<file path="src/rtl/rmap_pkg.sv">
package rmap_pkg;

   // Move phases; the order is the command order of a swap.
   typedef enum logic [1:0] {
      PH_RD_A = 2'd0,
      PH_RD_B = 2'd1,
      PH_WR_B = 2'd2,
      PH_WR_A = 2'd3
   } move_ph_t;

   function automatic logic ph_is_write(move_ph_t ph);
      return (ph == PH_WR_B) || (ph == PH_WR_A);
   endfunction

   function automatic logic ph_uses_a(move_ph_t ph);
      return (ph == PH_RD_A) || (ph == PH_WR_A);
   endfunction

endpackage

</file>
<file path="src/rtl/rmap_table.sv">
module rmap_table #(
   parameter int REG_BITS = 3,
   parameter int OFF_BITS = 2
) (
   input  logic                         clk,
   input  logic                         rst_n,
   input  logic [REG_BITS-1:0]          lk_reg,
   input  logic [OFF_BITS-1:0]          lk_off,
   output logic [REG_BITS+OFF_BITS-1:0] lk_addr,
   input  logic [REG_BITS-1:0]          pk_reg,
   output logic [REG_BITS-1:0]          pk_tgt,
   input  logic                         upd_en,
   input  logic [REG_BITS-1:0]          upd_a,
   input  logic [REG_BITS-1:0]          upd_b,
   input  logic [REG_BITS-1:0]          upd_tgt_a,
   input  logic [REG_BITS-1:0]          upd_tgt_b,
   input  logic [OFF_BITS-1:0]          upd_rnd_a,
   input  logic [OFF_BITS-1:0]          upd_rnd_b
);

   localparam int NREG = 1 << REG_BITS;

   if (REG_BITS < 1 || REG_BITS > 10) begin : g_bad_reg
      $error("rmap_table: REG_BITS out of range");
   end
   if (OFF_BITS < 1) begin : g_bad_off
      $error("rmap_table: OFF_BITS must be at least 1");
   end

   logic [NREG*REG_BITS-1:0] tgt_flat;
   logic [NREG*OFF_BITS-1:0] disp_flat;

   for (genvar e = 0; e < NREG; e++) begin : g_ent
      logic [REG_BITS-1:0] tgt_q;
      logic [OFF_BITS-1:0] disp_q;

      always_ff @(posedge clk or negedge rst_n) begin
         if (!rst_n) begin
            tgt_q  <= REG_BITS'(e);
            disp_q <= '0;
         end else if (upd_en) begin
            if (upd_a == REG_BITS'(e)) begin
               tgt_q  <= upd_tgt_a;
               disp_q <= disp_q ^ upd_rnd_a;
            end else if (upd_b == REG_BITS'(e)) begin
               tgt_q  <= upd_tgt_b;
               disp_q <= disp_q ^ upd_rnd_b;
            end
         end
      end

      assign tgt_flat[e*REG_BITS +: REG_BITS]  = tgt_q;
      assign disp_flat[e*OFF_BITS +: OFF_BITS] = disp_q;
   end

   assign lk_addr = {tgt_flat[lk_reg*REG_BITS +: REG_BITS],
                     lk_off ^ disp_flat[lk_reg*OFF_BITS +: OFF_BITS]};
   assign pk_tgt  = tgt_flat[pk_reg*REG_BITS +: REG_BITS];

   // Occupancy of memory regions, for the one-to-one check.
   logic [NREG-1:0] tgt_mask;
   always_comb begin
      tgt_mask = '0;
      for (int e = 0; e < NREG; e++) begin
         tgt_mask[tgt_flat[e*REG_BITS +: REG_BITS]] = 1'b1;
      end
   end

   // every memory region is owned by exactly one physical region.
   p_bijective_r10: assert property (@(posedge clk) disable iff (!rst_n)
      $countones(tgt_mask) == NREG);

   // a self-swap leaves every target where it was.
   p_self_keeps_tgt_r9: assert property (@(posedge clk) disable iff (!rst_n)
      (upd_en && upd_a == upd_b) |=> $stable(tgt_flat));

endmodule

</file>
<file path="src/rtl/rmap_trigger.sv">
module rmap_trigger #(
   parameter int TRIG_W      = 6,
   parameter int TRIG_THRESH = 3
) (
   input  logic              wr_fire,
   input  logic [TRIG_W-1:0] trig_rnd,
   output logic              start
);

   localparam logic [TRIG_W:0] THRESH_V = (TRIG_W+1)'(TRIG_THRESH);

   if (TRIG_W < 1 || TRIG_W > 30) begin : g_bad_w
      $error("rmap_trigger: TRIG_W out of range");
   end
   if (TRIG_THRESH < 0 || TRIG_THRESH > (1 << TRIG_W)) begin : g_bad_th
      $error("rmap_trigger: TRIG_THRESH out of range");
   end

   // Memoryless draw: probability TRIG_THRESH / 2**TRIG_W per write.
   assign start = wr_fire && ({1'b0, trig_rnd} < THRESH_V);

endmodule

</file>
<file path="src/rtl/rmap_mover.sv">
module rmap_mover
   import rmap_pkg::*;
#(
   parameter int REG_BITS = 3,
   parameter int OFF_BITS = 2
) (
   input  logic                         clk,
   input  logic                         rst_n,
   input  logic                         start,
   input  logic [REG_BITS-1:0]          a_reg,
   input  logic [REG_BITS-1:0]          b_reg,
   input  logic [REG_BITS-1:0]          a_tgt,
   input  logic [REG_BITS-1:0]          b_tgt,
   input  logic [OFF_BITS-1:0]          a_rnd,
   input  logic [OFF_BITS-1:0]          b_rnd,
   input  logic                         mv_ready,
   output logic                         busy,
   output logic [REG_BITS-1:0]          lock_a,
   output logic [REG_BITS-1:0]          lock_b,
   output logic                         mv_valid,
   output logic                         mv_write,
   output logic [REG_BITS+OFF_BITS-1:0] mv_addr,
   output logic                         upd_en,
   output logic [REG_BITS-1:0]          upd_a,
   output logic [REG_BITS-1:0]          upd_b,
   output logic [REG_BITS-1:0]          upd_tgt_a,
   output logic [REG_BITS-1:0]          upd_tgt_b,
   output logic [OFF_BITS-1:0]          upd_rnd_a,
   output logic [OFF_BITS-1:0]          upd_rnd_b
);

   logic                busy_q;
   move_ph_t            ph_q;
   logic [OFF_BITS-1:0] ix_q;
   logic [REG_BITS-1:0] a_q, b_q, ta_q, tb_q;
   logic [OFF_BITS-1:0] ra_q, rb_q;
   logic                step, blk_last;

   assign step     = busy_q && mv_ready;
   assign blk_last = &ix_q;

   always_ff @(posedge clk or negedge rst_n) begin
      if (!rst_n) begin
         busy_q <= 1'b0;
         ph_q   <= PH_RD_A;
         ix_q   <= '0;
         a_q    <= '0;
         b_q    <= '0;
         ta_q   <= '0;
         tb_q   <= '0;
         ra_q   <= '0;
         rb_q   <= '0;
      end else if (!busy_q) begin
         if (start) begin
            busy_q <= 1'b1;
            ph_q   <= PH_RD_A;
            ix_q   <= '0;
            a_q    <= a_reg;
            b_q    <= b_reg;
            ta_q   <= a_tgt;
            tb_q   <= b_tgt;
            ra_q   <= a_rnd;
            rb_q   <= b_rnd;
         end
      end else if (step) begin
         ix_q <= ix_q + 1'b1;
         if (blk_last) begin
            if (ph_q == PH_WR_A) begin
               busy_q <= 1'b0;
            end else begin
               ph_q <= move_ph_t'(ph_q + 2'd1);
            end
         end
      end
   end

   assign busy      = busy_q;
   assign lock_a    = a_q;
   assign lock_b    = b_q;
   assign mv_valid  = busy_q;
   assign mv_write  = ph_is_write(ph_q);
   assign mv_addr   = {ph_uses_a(ph_q) ? ta_q : tb_q, ix_q};

   assign upd_en    = step && blk_last && (ph_q == PH_WR_A);
   assign upd_a     = a_q;
   assign upd_b     = b_q;
   assign upd_tgt_a = tb_q;
   assign upd_tgt_b = ta_q;
   assign upd_rnd_a = ra_q;
   assign upd_rnd_b = rb_q;

   // an unaccepted command is held unchanged.
   p_hold_cmd_r6: assert property (@(posedge clk) disable iff (!rst_n)
      (mv_valid && !mv_ready) |=> (mv_valid && $stable(mv_addr) && $stable(mv_write)));

   // the block after the last of a phase starts the next phase at offset 0.
   p_phase_adv_r5: assert property (@(posedge clk) disable iff (!rst_n)
      (step && blk_last && ph_q != PH_WR_A) |=> (ph_q != $past(ph_q) && ix_q == '0 && busy_q));

   // reads never follow a write inside one swap.
   p_no_read_after_write_r5: assert property (@(posedge clk) disable iff (!rst_n)
      (busy_q && mv_write) |=> (!busy_q || mv_write));

endmodule

</file>
<file path="src/rtl/rmap_engine.sv">
module rmap_engine #(
   parameter int REG_BITS    = 3,
   parameter int OFF_BITS    = 2,
   parameter int TRIG_W      = 6,
   parameter int TRIG_THRESH = 3
) (
   input  logic                                      clk,
   input  logic                                      rst_n,
   input  logic                                      req_valid,
   input  logic                                      req_write,
   input  logic [REG_BITS+OFF_BITS-1:0]              req_addr,
   output logic                                      req_ready,
   output logic [REG_BITS+OFF_BITS-1:0]              xl_addr,
   output logic                                      mv_valid,
   output logic                                      mv_write,
   output logic [REG_BITS+OFF_BITS-1:0]              mv_addr,
   input  logic                                      mv_ready,
   input  logic [TRIG_W+REG_BITS+2*OFF_BITS-1:0]     rnd_in
);

   localparam int AW = REG_BITS + OFF_BITS;

   logic [REG_BITS-1:0] req_reg, pick_reg, pk_tgt, lock_a, lock_b;
   logic [OFF_BITS-1:0] req_off, salt_a, salt_b;
   logic [TRIG_W-1:0]   trig_rnd;
   logic [AW-1:0]       lk_addr;
   logic                busy, wr_fire, start;
   logic                upd_en;
   logic [REG_BITS-1:0] upd_a, upd_b, upd_tgt_a, upd_tgt_b;
   logic [OFF_BITS-1:0] upd_rnd_a, upd_rnd_b;

   assign req_reg  = req_addr[AW-1:OFF_BITS];
   assign req_off  = req_addr[OFF_BITS-1:0];
   assign trig_rnd = rnd_in[TRIG_W-1:0];
   assign pick_reg = rnd_in[TRIG_W +: REG_BITS];
   assign salt_a   = rnd_in[TRIG_W+REG_BITS +: OFF_BITS];
   assign salt_b   = rnd_in[TRIG_W+REG_BITS+OFF_BITS +: OFF_BITS];

   assign req_ready = !(busy && (req_reg == lock_a || req_reg == lock_b));
   assign wr_fire   = req_valid && req_write && req_ready && !busy;
   assign xl_addr   = lk_addr;

   rmap_table #(.REG_BITS(REG_BITS), .OFF_BITS(OFF_BITS)) u_table (
      .clk       (clk),
      .rst_n     (rst_n),
      .lk_reg    (req_reg),
      .lk_off    (req_off),
      .lk_addr   (lk_addr),
      .pk_reg    (pick_reg),
      .pk_tgt    (pk_tgt),
      .upd_en    (upd_en),
      .upd_a     (upd_a),
      .upd_b     (upd_b),
      .upd_tgt_a (upd_tgt_a),
      .upd_tgt_b (upd_tgt_b),
      .upd_rnd_a (upd_rnd_a),
      .upd_rnd_b (upd_rnd_b)
   );

   rmap_trigger #(.TRIG_W(TRIG_W), .TRIG_THRESH(TRIG_THRESH)) u_trig (
      .wr_fire  (wr_fire),
      .trig_rnd (trig_rnd),
      .start    (start)
   );

   rmap_mover #(.REG_BITS(REG_BITS), .OFF_BITS(OFF_BITS)) u_mover (
      .clk       (clk),
      .rst_n     (rst_n),
      .start     (start),
      .a_reg     (req_reg),
      .b_reg     (pick_reg),
      .a_tgt     (lk_addr[AW-1:OFF_BITS]),
      .b_tgt     (pk_tgt),
      .a_rnd     (salt_a),
      .b_rnd     (salt_b),
      .mv_ready  (mv_ready),
      .busy      (busy),
      .lock_a    (lock_a),
      .lock_b    (lock_b),
      .mv_valid  (mv_valid),
      .mv_write  (mv_write),
      .mv_addr   (mv_addr),
      .upd_en    (upd_en),
      .upd_a     (upd_a),
      .upd_b     (upd_b),
      .upd_tgt_a (upd_tgt_a),
      .upd_tgt_b (upd_tgt_b),
      .upd_rnd_a (upd_rnd_a),
      .upd_rnd_b (upd_rnd_b)
   );

   // a swap only ever begins right after an accepted write.
   p_start_on_write_r3: assert property (@(posedge clk) disable iff (!rst_n)
      $rose(mv_valid) |-> $past(req_valid && req_write && req_ready));

   // a swap ends only on the edge that accepted a write command.
   p_end_on_write_r11: assert property (@(posedge clk) disable iff (!rst_n)
      $fell(mv_valid) |-> $past(mv_valid && mv_ready && mv_write));

   // the written region of an active swap is never handed out.
   p_lock_a_r7: assert property (@(posedge clk) disable iff (!rst_n)
      (mv_valid && req_valid && req_reg == lock_a) |-> !req_ready);

endmodule

</file>
<file path="config.mk">
export PLATFORM = sky130hd
export DESIGN_NAME = rmap_engine
export DESIGN_NICKNAME = d
export VERILOG_FILES = /design/src/rtl/rmap_pkg.sv /design/src/rtl/rmap_table.sv /design/src/rtl/rmap_trigger.sv /design/src/rtl/rmap_mover.sv /design/src/rtl/rmap_engine.sv
export SDC_FILE = /design/constraint.sdc
export NUM_CORES = 1
export LEC_CHECK = 0
export BUFFER_PORTS_ARGS = -buffer_cell sky130_fd_sc_hd__buf_2
export CAP_MARGIN = 40
export CORE_MARGIN = 8
export CORE_UTILIZATION = 45
export DETAILED_ROUTE_END_ITERATION = 10
export RECOVER_POWER = 25
export SLEW_MARGIN = 25
export SYNTH_ARGS = -nofsm -noshare
export SYNTH_HDL_FRONTEND = slang
export SYNTH_HIERARCHICAL = 1
export SYNTH_SLANG_ARGS = --single-unit
</file>
<file path="constraint.sdc">
create_clock -name clk -period 2.2 [get_ports clk]
set_input_delay 0.33 -clock clk [delete_from_list [all_inputs] [get_ports clk]]
set_output_delay 0.33 -clock clk [all_outputs]
set_load 0.05 [all_outputs]
</file>
==> results of run 1 <==
==> critical path, delay by kind of cell (launching register included) <==
family | cells | cell delay, ps
buffers and inverters | 1 | 210
flip-flops | 1 | 410
multiplexers | 2 | 810
==> worst min path at each step <==
| stage | from | endpoint | slack (ps) | depth (start not counted) |
|---|---|---|---|---|
| floorplan | rst_n | u_mover/busy | 30 | 0 |
| global placement | rst_n | u_table/g_ent[6].tgt_q[0] | 360 | 1 |
| detailed placement | rst_n | u_table/g_ent[6].tgt_q[0] | 370 | 1 |
| CTS | rnd_in[12] | u_mover/upd_rnd_b[1] | 200 | 2 |
| global route | rnd_in[11] | u_mover/upd_rnd_b[0] | 200 | 2 |
| finish | rnd_in[12] | u_mover/upd_rnd_b[1] | 210 | 2 |
==> power groups by stage <==
| stage | Sequential, mW | Clock, mW | Combinational, mW |
|---|---|---|---|
| 3_3_place_gp | 1.37 | 0 | 0.672 |
| 5_1_grt | 1.38 | 1.32 | 0.732 |
| 2_1_floorplan | 1.32 | 0 | 0.602 |
| 6_report | 1.36 | 1.24 | 0.677 |
| 3_5_place_dp | 1.38 | 0 | 0.688 |
| 4_1_cts | 1.36 | 1.26 | 0.689 |
==> cell families (layout without fill, tap and decap cells) <==
logic type                 after synthesis  in the layout
xor gates and xnor gates                25             25
AOI/OAI and AO/OA                       37             37
adders and majority gates                3              3
buffers and inverters                   32             58
DFF                                     61             61
and+or+nand+nor                         77             77
muxes                                   88             88
==> cell usage in the layout, fill, tap and decap left out, types with 2 or more instances in the layout <==
master | synthesis | final
dfrtp_1 | 49 | 49
mux2i_1 | 48 | 48
buf_2 | 5 | 34
nand2_1 | 29 | 29
o21ai_0 | 25 | 25
xor2_1 | 23 | 23
nor2_1 | 20 | 20
mux2_2 | 17 | 17
mux4_2 | 13 | 13
dfstp_2 | 12 | 12
clkbuf_8 | 0 | 10
mux2_4 | 9 | 9
o21ai_2 | 8 | 8
and3b_1 | 6 | 6
nor3_1 | 4 | 4
bufinv_16 | 0 | 3
clkbuf_1 | 1 | 3
buf_12 | 2 | 3
ha_1 | 3 | 3
nor3b_4 | 3 | 3
nor3b_1 | 3 | 3
and3_1 | 3 | 3
buf_4 | 10 | 2
xnor2_2 | 0 | 2
==> sequential cells by signal (all words and copies together) (netlist names), 3 cells and up <==
name / flops
u_mover/upd_tgt_a: 3
u_mover/lock_a: 3
u_table/g_ent.tgt_q: 24
u_mover/lock_b: 3
u_mover/upd_tgt_b: 3
u_table/g_ent.disp_q: 16
==> routing by layer <==
metal | vias to the layer above | part of all wire [%]
li1 | 1177 | -
met1 | 1301 | 45
met2 | 67 | 48
met3 | 12 | 5.3
met4 | 0 | 1.4
met5 | - | 0
==> cell type report <==
class	count	area (µm²)
Fill cell	740	3985
Multi-Input combinational cell	230	2056
Sequential cell	61	1541
Timing Repair Buffer	41	259.0
Clock buffer	12	145.1
Tap cell	105	131.4
Clock inverter	4	95.09
Inverter	1	3.754
==> metrics by stage <==
step                std cells  util (%)
CTS                       454     51.52
finish                    454     51.50
global placement          437     48.47
detailed placement        437     48.47
floorplan                 323         -
global route              454     51.50
==> impl_metrics.env, run 1 <==
export IMPL_reg2reg_depth=4
export IMPL_synth_most_common_cell="dfrtp_1"
export IMPL_placed_cell_area_mm2=0.003983
export IMPL_switchingPower_mw=1.010
export IMPL_intPower_mw=2.275
export IMPL_critPathMaxStageDelay_ps=520
export IMPL_grt_setup_unrepaired="false"
export IMPL_stdcell_area_mm2=0.004232
export IMPL_peakVddDrop_v=0.0002698
export IMPL_switching_share_pct=30.74
export IMPL_critPathKind="reg2out"
export IMPL_die_w_um=107.9
export IMPL_synth_nets=349
export IMPL_drive_above_1_share_pct=34.67
export IMPL_synth_edf_count=0
export IMPL_maxSlewHeadroom_pct=4.439
export IMPL_numCtsBuffers=9
export IMPL_synth_compound_area_share_pct=5.892
export IMPL_status="completed"
export IMPL_crit_start="u_table/g_ent[5].tgt_q[1]"
export IMPL_ys_types=39
export IMPL_via_per_inst=5.632
export IMPL_overflow=0
export IMPL_syn_avg_cell_area_um2=11.77
export IMPL_antenna_cells=0
export IMPL_worstSetupEndpoint="xl_addr[3]"
export IMPL_hold_viol_final=0
export IMPL_drc=0
export IMPL_clockPowerShare_pct=37.9
export IMPL_grt_pass1_vias=2657
export IMPL_critPathSlowestCell="mux4_1"
export IMPL_yosysSeqAreaShare_pct=40.55
export IMPL_setup_slack_ps=104.7
export IMPL_dp_slack_ps=179.1
export IMPL_grt_busiest_layer="met2"
export IMPL_power_mw=3.285
export IMPL_power_frac_seq_pct=41.5
export IMPL_critical_path_arrival_ps=1770
export IMPL_synth_area_leaders="dfrtp_1, mux2i_1, dfstp_2"
export IMPL_period_needed_ps=2095
export IMPL_maxSlewViolCount=0
export IMPL_r2r_slack_ps=380
export IMPL_postCtsSetupBuffers=0
export IMPL_post_cts_resize_count=0
export IMPL_syn_area_mm2=0.003801
export IMPL_fmax_ghz=0.4773
export IMPL_required_ps=1870
export IMPL_cts_htree_levels=3
export IMPL_ant_nets=0
export IMPL_leakage_nw=1.893
export IMPL_r2r_end="u_table/g_ent[5].disp_q[1]"
export IMPL_clk_latency_ps=340
export IMPL_synth_seq_cells=61
export IMPL_async_flop_share_pct=100.0
export IMPL_areaGrowthSynthToFinish_pct=11.32
export IMPL_power_density_mw_per_mm2=776.3
export IMPL_hpwl_um=6367
export IMPL_grt_util_met3_pct=3.952
export IMPL_synth_flop_cell="dfrtp_1"
export IMPL_via_count=2557
export IMPL_pwr_share_comb_pct=20.6
export IMPL_grtUsageMet2_pct=26.97
export IMPL_synthAdderAreaFrac_pct=0.9875
export IMPL_hold_worst_slack_ps=214.8
export IMPL_netlist_top_cell_by_area="dfrtp_1"
export IMPL_grt_max_degree=39
export IMPL_worstHoldPathType="in2reg"
export IMPL_clockRootBuffer="clkbuf_8"
export IMPL_cts_tree="built"
export IMPL_gp_congestion=0.8131
export IMPL_reg2reg_from="u_mover/lock_a[1]"
export IMPL_max_cap_violations=0
export IMPL_start_util_pct=46.26
export IMPL_yosysTopAreaCellShare_pct=32.26
export IMPL_final_nets=370
export IMPL_drtIter0Drc=101
export IMPL_routed_wl_um=8849
export IMPL_clock_path_buffers=2
export IMPL_tns_ps=0
export IMPL_core_area_mm2=0.008217
export IMPL_synth_xor_area_share_pct=5.760
export IMPL_fin_worst_skew_ps=8.427
export IMPL_die_h_um=107.9
export IMPL_worst_path_max_fanout=3
export IMPL_track_usage_pct=16.30
export IMPL_dr_pass1_iters=4
export IMPL_cp_end_kind="output pin"
export IMPL_ios=36
export IMPL_clock_sinks=61
export IMPL_synthTopCellsByCount="dfrtp_1, mux2i_1, nand2_1"
export IMPL_crit_chain="mux4_1 -> mux2_2 -> buf_2"
export IMPL_clkSlewWorstSetupHoldPaths_ps=70
export IMPL_period_share_pct=95.24
export IMPL_crit_path_start_kind="register"
export IMPL_netlist_instances=323
export IMPL_worst_pin_slew_ps=1433
export IMPL_synth_simple_gate_area_share_pct=11.42
export IMPL_antenna_found_initial=0
export IMPL_rows=33
export IMPL_synth_top_family_by_area="multiplexers"
export IMPL_yosysWarningCount=6
export IMPL_setup_violations=0
export IMPL_wl_per_cell_um=19.49
export IMPL_portBuffers=35
export IMPL_ctsHoldBuffers=1
export IMPL_synth_mux_area_share_pct=29.62
export IMPL_die_area_mm2=0.01164
export IMPL_grt_pass1_wl_um=14560
export IMPL_use_met1_pct=20.16
Note: power is estimated with default switching activity, not from simulation.
==> inputs of run 2 (changes only) <==
--- a/config.mk
+++ b/config.mk
@@ -9,8 +9,10 @@
 export CAP_MARGIN = 40
 export CORE_MARGIN = 8
 export CORE_UTILIZATION = 45
+export CTS_BUF_LIST = sky130_fd_sc_hd__clkbuf_8
 export DETAILED_ROUTE_END_ITERATION = 10
 export RECOVER_POWER = 25
+export SKIP_LAST_GASP = 1
 export SLEW_MARGIN = 25
 export SYNTH_ARGS = -nofsm -noshare
 export SYNTH_HDL_FRONTEND = slang
==> run 2 against run 1 <==
Global-route usage did not move. Total power fell by 0.25%. Via count rose by 0.35%. Sequential power barely moved. Clock-buffer cell count fell by 2. Clock skew barely moved. Utilization did not move. Critical path type unchanged. Largest cell class unchanged.
==> impl_metrics.env, run 2 (synthesis gave the netlist of run 1 again) <==
export IMPL_power_density_mw_per_mm2=774.3
export IMPL_die_h_um=107.9
export IMPL_final_nets=370
export IMPL_rows=33
export IMPL_die_w_um=107.9
export IMPL_via_per_inst=5.652
export IMPL_wl_met1_um=4044
export IMPL_reg2reg_depth=4
export IMPL_top_register="u_table/g_ent.tgt_q"
export IMPL_dr_pass1_iters=4
export IMPL_hold_path_cell_count=2
export IMPL_r2r_slack_ps=360
export IMPL_ios=36
export IMPL_drtIter0Drc=100
export IMPL_critPathSlowestCell="mux4_1"
export IMPL_clk_latency_ps=340
export IMPL_min_to="u_mover/upd_rnd_b[1]"
export IMPL_status="completed"
export IMPL_cts_tree="built"
export IMPL_leakage_nw=1.901
export IMPL_hpwl_um=6367
export IMPL_grt_setup_unrepaired="false"
export IMPL_peakVddDrop_v=0.0002698
export IMPL_wl_per_cell_um=19.53
export IMPL_numCtsBuffers=9
export IMPL_grt_pass1_wl_um=14560
export IMPL_tns_ps=0
export IMPL_layout_commonest_cell="dfrtp_1"
export IMPL_die_area_mm2=0.01164
export IMPL_largest_register_ff_count=24
export IMPL_areaGrowthSynthToFinish_pct=11.32
export IMPL_critPathKind="reg2out"
export IMPL_crit_chain="mux4_1 -> mux2_2 -> buf_2"
export IMPL_cts_htree_levels=3
export IMPL_cp_end_kind="output pin"
export IMPL_worstHoldPathType="in2reg"
export IMPL_clock_sinks=61
export IMPL_ant_nets=0
export IMPL_critical_path_arrival_ps=1770
export IMPL_required_ps=1870
export IMPL_track_usage_pct=16.30
export IMPL_max_cap_violations=0
export IMPL_reg2reg_from="u_mover/lock_a[0]"
export IMPL_topRoutingLayerUsed="met4"
export IMPL_antenna_cells=0
export IMPL_overflow=0
export IMPL_hold_viol_final=0
export IMPL_critPathMaxStageDelay_ps=520
export IMPL_worst_path_max_fanout=3
export IMPL_setup_violations=0
export IMPL_start_util_pct=46.26
export IMPL_core_area_mm2=0.008217
export IMPL_antenna_found_initial=0
export IMPL_gp_congestion=0.8131
export IMPL_r2r_end="u_table/g_ent[1].disp_q[1]"
export IMPL_grt_max_degree=39
export IMPL_wl_met2_um=4260
export IMPL_routed_wl_um=8868
export IMPL_clockRootBuffer="clkbuf_8"
export IMPL_fin_worst_skew_ps=8.609
export IMPL_drc=0
export IMPL_worst_pin_slew_ps=1433
export IMPL_final_cell_mix="dfrtp_1, mux2i_1, buf_2"
export IMPL_hold_start="rnd_in[12]"
export IMPL_clkSlewWorstSetupHoldPaths_ps=70
export IMPL_maxSlewHeadroom_pct=4.442
export IMPL_period_needed_ps=2095
export IMPL_clock_path_buffers=2
export IMPL_reg_top3="u_table/g_ent.tgt_q (24), u_table/g_ent.disp_q (16)"
export IMPL_maxSlewViolCount=0
export IMPL_hold_worst_slack_ps=214.8
export IMPL_via_count=2566
export IMPL_drive_above_1_share_pct=34.67
export IMPL_fmax_ghz=0.4772
export IMPL_portBuffers=35
export IMPL_period_share_pct=95.24
export IMPL_crit_path_start_kind="register"
export IMPL_grt_pass1_vias=2657
export IMPL_met3_length_um=444
-- run 2: cell count changes in the layout (fill, tap and decap cells not counted), sizes merged --
cell,change
clkbuf,-2
inv,+2
-- run 2: metal layers --
layer  vias to the layer above  track usage [%]
met3                        12            3.952
met1                      1304            20.16
met5                         -                0
li1                       1177                -
met2                        73            26.97
met4                         0            6.046
-- run 2: how the worst max path moves through the flow --
stage                                   start                          to  slack, ps  cells after the start
floorplan                     u_mover/ix_q[0]  u_table/g_ent[1].disp_q[0]        120                      6
global route        u_table/g_ent[5].tgt_q[1]                  xl_addr[3]         40                      3
global placement                  req_addr[2]                  xl_addr[3]        210                      5
CTS                 u_table/g_ent[5].tgt_q[1]                  xl_addr[3]         90                      3
detailed placement                req_addr[2]                  xl_addr[3]        180                      5
finish              u_table/g_ent[5].tgt_q[1]                  xl_addr[3]        100                      3
-- run 2: area by class of cell --
cell class	count	area (µm²)
clock buffer	10	137.6
clock inverter	6	102.6
fill	740	3985
inverter	1	3.754
multi-input combinational	230	2056
sequential	61	1541
tap	105	131.4
timing repair buffer	41	259.0
-- run 2: metrics by stage --
stage	power (mW)	util, %	instances	setup WS, ps	instance area [µm²]
floorplan	1.926	-	323	119.1	3816
global placement	2.045	48.47	437	205.9	3983
detailed placement	2.068	48.47	437	179.1	3983
CTS	3.301	51.52	454	92.91	4233
global route	3.423	51.50	454	40.90	4232
finish	3.277	51.50	454	104.6	4232
-- run 2: power breakdown --
part	switching, mW	internal (mW)	leakage, nW
clock	0.461	0.774	0.129
sequential	0.171	1.19	0.794
combinational	0.379	0.298	0.978
total	1.01	2.27	1.90
-- run 2: timing repair --
action                                 in CTS  in global routing
hold buffers                                1                  0
buffers inserted                            0                  0
endpoints found under the hold margin      11                  0
resized for setup                           0                  0
-- run 2: critical path: cells and delay by family, from the launching register on --
family                 cells  cell delay (ps)
buffers and inverters      1              210
muxes                      2              810
DFF                        1              410
==> inputs of run 3 (changes only) <==
--- a/config.mk
+++ b/config.mk
@@ -11,7 +11,9 @@
 export CORE_UTILIZATION = 45
 export CTS_BUF_LIST = sky130_fd_sc_hd__clkbuf_8
 export DETAILED_ROUTE_END_ITERATION = 10
+export PLACE_DENSITY = 0.66
 export RECOVER_POWER = 25
+export REMOVE_ABC_BUFFERS = 1
 export SKIP_LAST_GASP = 1
 export SLEW_MARGIN = 25
 export SYNTH_ARGS = -nofsm -noshare
==> constraint.sdc (replaced) <==
create_clock -name clk -period 1.9 [get_ports clk]
set_input_delay 0.285 -clock clk [delete_from_list [all_inputs] [get_ports clk]]
set_output_delay 0.285 -clock clk [all_outputs]
set_load 0.05 [all_outputs]
==> run 3 against run 2 <==
The run now ends with negative setup slack left. Critical endpoint is now xl_addr[4]. Largest cell class unchanged. Largest power group unchanged. Critical path type unchanged. Sequential share of layout area is 3.0 points lower. Worst setup slack worse by 190 ps. Critical path depth stayed put. Highest routed layer unchanged. Clock skew is 4.5 ps higher.
==> impl_metrics.env, run 3 (synthesis gave the netlist of run 1 again) <==
export IMPL_start_util_pct=46.26
export IMPL_hpwl_um=6280
export IMPL_r2r_end="u_table/g_ent[1].disp_q[1]"
export IMPL_final_nets=411
export IMPL_overflow=0
export IMPL_status="finished, violations left"
export IMPL_critical_path_arrival_ps=1700
export IMPL_worstHoldPathType="in2reg"
export IMPL_wl_met1_um=4165
export IMPL_required_ps=1620
export IMPL_fin_worst_skew_ps=13.13
export IMPL_clkSlewWorstSetupHoldPaths_ps=80
export IMPL_hold_path_cell_count=2
export IMPL_worst_path_max_fanout=3
export IMPL_clock_path_buffers=2
export IMPL_die_h_um=107.9
export IMPL_setup_slack_ps=-84.43
export IMPL_drive_above_1_share_pct=44.10
export IMPL_maxSlewHeadroom_pct=27.85
export IMPL_ant_nets=0
export IMPL_clk_latency_ps=360
export IMPL_critPathKind="reg2out"
export IMPL_core_area_mm2=0.008217
export IMPL_min_to="u_mover/upd_rnd_b[0]"
export IMPL_numCtsBuffers=9
export IMPL_via_count=2719
export IMPL_largest_register_ff_count=24
export IMPL_hold_start="rnd_in[11]"
export IMPL_crit_path_start_kind="register"
export IMPL_portBuffers=35
export IMPL_fmax_ghz=0.5039
export IMPL_reg_top3="u_table/g_ent.tgt_q (24), u_table/g_ent.disp_q (16)"
export IMPL_power_mw=4.017
export IMPL_met3_length_um=488
export IMPL_grt_setup_unrepaired="true"
export IMPL_ios=36
export IMPL_dp_slack_ps=-5.001
export IMPL_violations="negative setup slack"
export IMPL_track_usage_pct=16.75
export IMPL_layout_commonest_cell="mux2i_1"
export IMPL_clock_sinks=61
export IMPL_power_density_mw_per_mm2=866.2
export IMPL_gp_congestion=0.8174
export IMPL_peakVddDrop_v=0.0005650
export IMPL_cts_tree="built"
export IMPL_top_register="u_table/g_ent.tgt_q"
export IMPL_period_needed_ps=1984
export IMPL_routed_wl_um=9188
export IMPL_maxSlewViolCount=0
export IMPL_reg2reg_depth=7
export IMPL_antenna_cells=0
export IMPL_leakage_nw=2.097
export IMPL_reg2reg_from="u_mover/busy"
export IMPL_clockRootBuffer="clkbuf_8"
export IMPL_grt_max_degree=44
export IMPL_die_area_mm2=0.01164
export IMPL_wl_per_cell_um=18.56
export IMPL_dr_pass1_iters=4
export IMPL_setup_violations=5
export IMPL_cts_htree_levels=3
export IMPL_grt_pass1_vias=2801
export IMPL_drtIter0Drc=114
export IMPL_cp_end_kind="output pin"
export IMPL_rows=33
export IMPL_via_per_inst=5.493
export IMPL_max_cap_violations=0
export IMPL_drc=0
export IMPL_die_w_um=107.9
export IMPL_worst_pin_slew_ps=1082
export IMPL_wl_met2_um=4313
export IMPL_grt_pass1_wl_um=14840
export IMPL_period_share_pct=104.4
export IMPL_areaGrowthSynthToFinish_pct=21.99
export IMPL_r2r_slack_ps=110
export IMPL_topRoutingLayerUsed="met4"
export IMPL_antenna_found_initial=0
export IMPL_final_cell_mix="mux2i_1, buf_4, dfrtp_1"
export IMPL_hold_viol_final=0
-- run 3: worst max path at each step --
stage | startpoint | end | slack [ps] | depth (start not counted)
final | u_table/g_ent[3].tgt_q[2] | xl_addr[4] | -80 | 3
after floorplan | u_mover/ix_q[0] | u_table/g_ent[1].disp_q[0] | -180 | 6
after CTS | u_table/g_ent[3].tgt_q[2] | xl_addr[4] | -90 | 3
after global routing | u_table/g_ent[3].tgt_q[2] | xl_addr[4] | -120 | 3
after global placement | req_addr[2] | xl_addr[1] | 10 | 6
after detailed placement | req_addr[2] | xl_addr[0] | -5 | 6
-- run 3: critical path, stage by stage, from the launching register on --
cell and delay (ps):
dfrtp_1 400, mux4_2 470, mux2_4 310, buf_6 160
-- run 3: routing by layer --
layer	vias to the layer above	global-route usage [%]
met5	-	0
met4	0	7.730
met3	19	3.293
met2	68	26.62
met1	1367	21.58
li1	1265	-
-- run 3: through the flow --
| step | TNS [ps] | utilization, % | hold WS [ps] | cells | cell area (µm²) |
|---|---|---|---|---|---|
| 2_1_floorplan | -5254 | - | -10.59 | 292 | 3586 |
| 4_1_cts | -330.8 | 55.54 | 148.6 | 487 | 4563 |
| 3_3_place_gp | 0 | 49.90 | 271.7 | 453 | 4100 |
| 6_report | -227.0 | 56.43 | 161.0 | 495 | 4637 |
| 5_1_grt | -952.0 | 56.43 | 155.2 | 495 | 4637 |
| 3_5_place_dp | -5.001 | 49.90 | 267.9 | 453 | 4100 |
-- run 3: what timing repair did --
item,4_1_cts,5_1_grt
resized for setup,25,13
cloned,0,0
hold buffers,1,0
endpoints found under the setup margin,9,10
pin swaps,1,1
setup buffers,17,8
hold endpoints to repair,10,0
-- run 3: report_power, final --
part | switching, mW | total (mW) | internal [mW]
Combinational | 0.552 | 1.04 | 0.485
Clock | 0.576 | 1.45 | 0.877
Sequential | 0.139 | 1.53 | 1.39
Total | 1.27 | 4.02 | 2.75
-- run 3: layout make-up --
class / instances / area (µm²)
sequential: 61 / 1549
multi-input combinational: 230 / 2078
inverter: 1 / 3.754
timing repair buffer: 82 / 626.9
fill: 708 / 3580
clock buffer: 9 / 123.9
tap: 105 / 131.4
clock inverter: 7 / 123.9
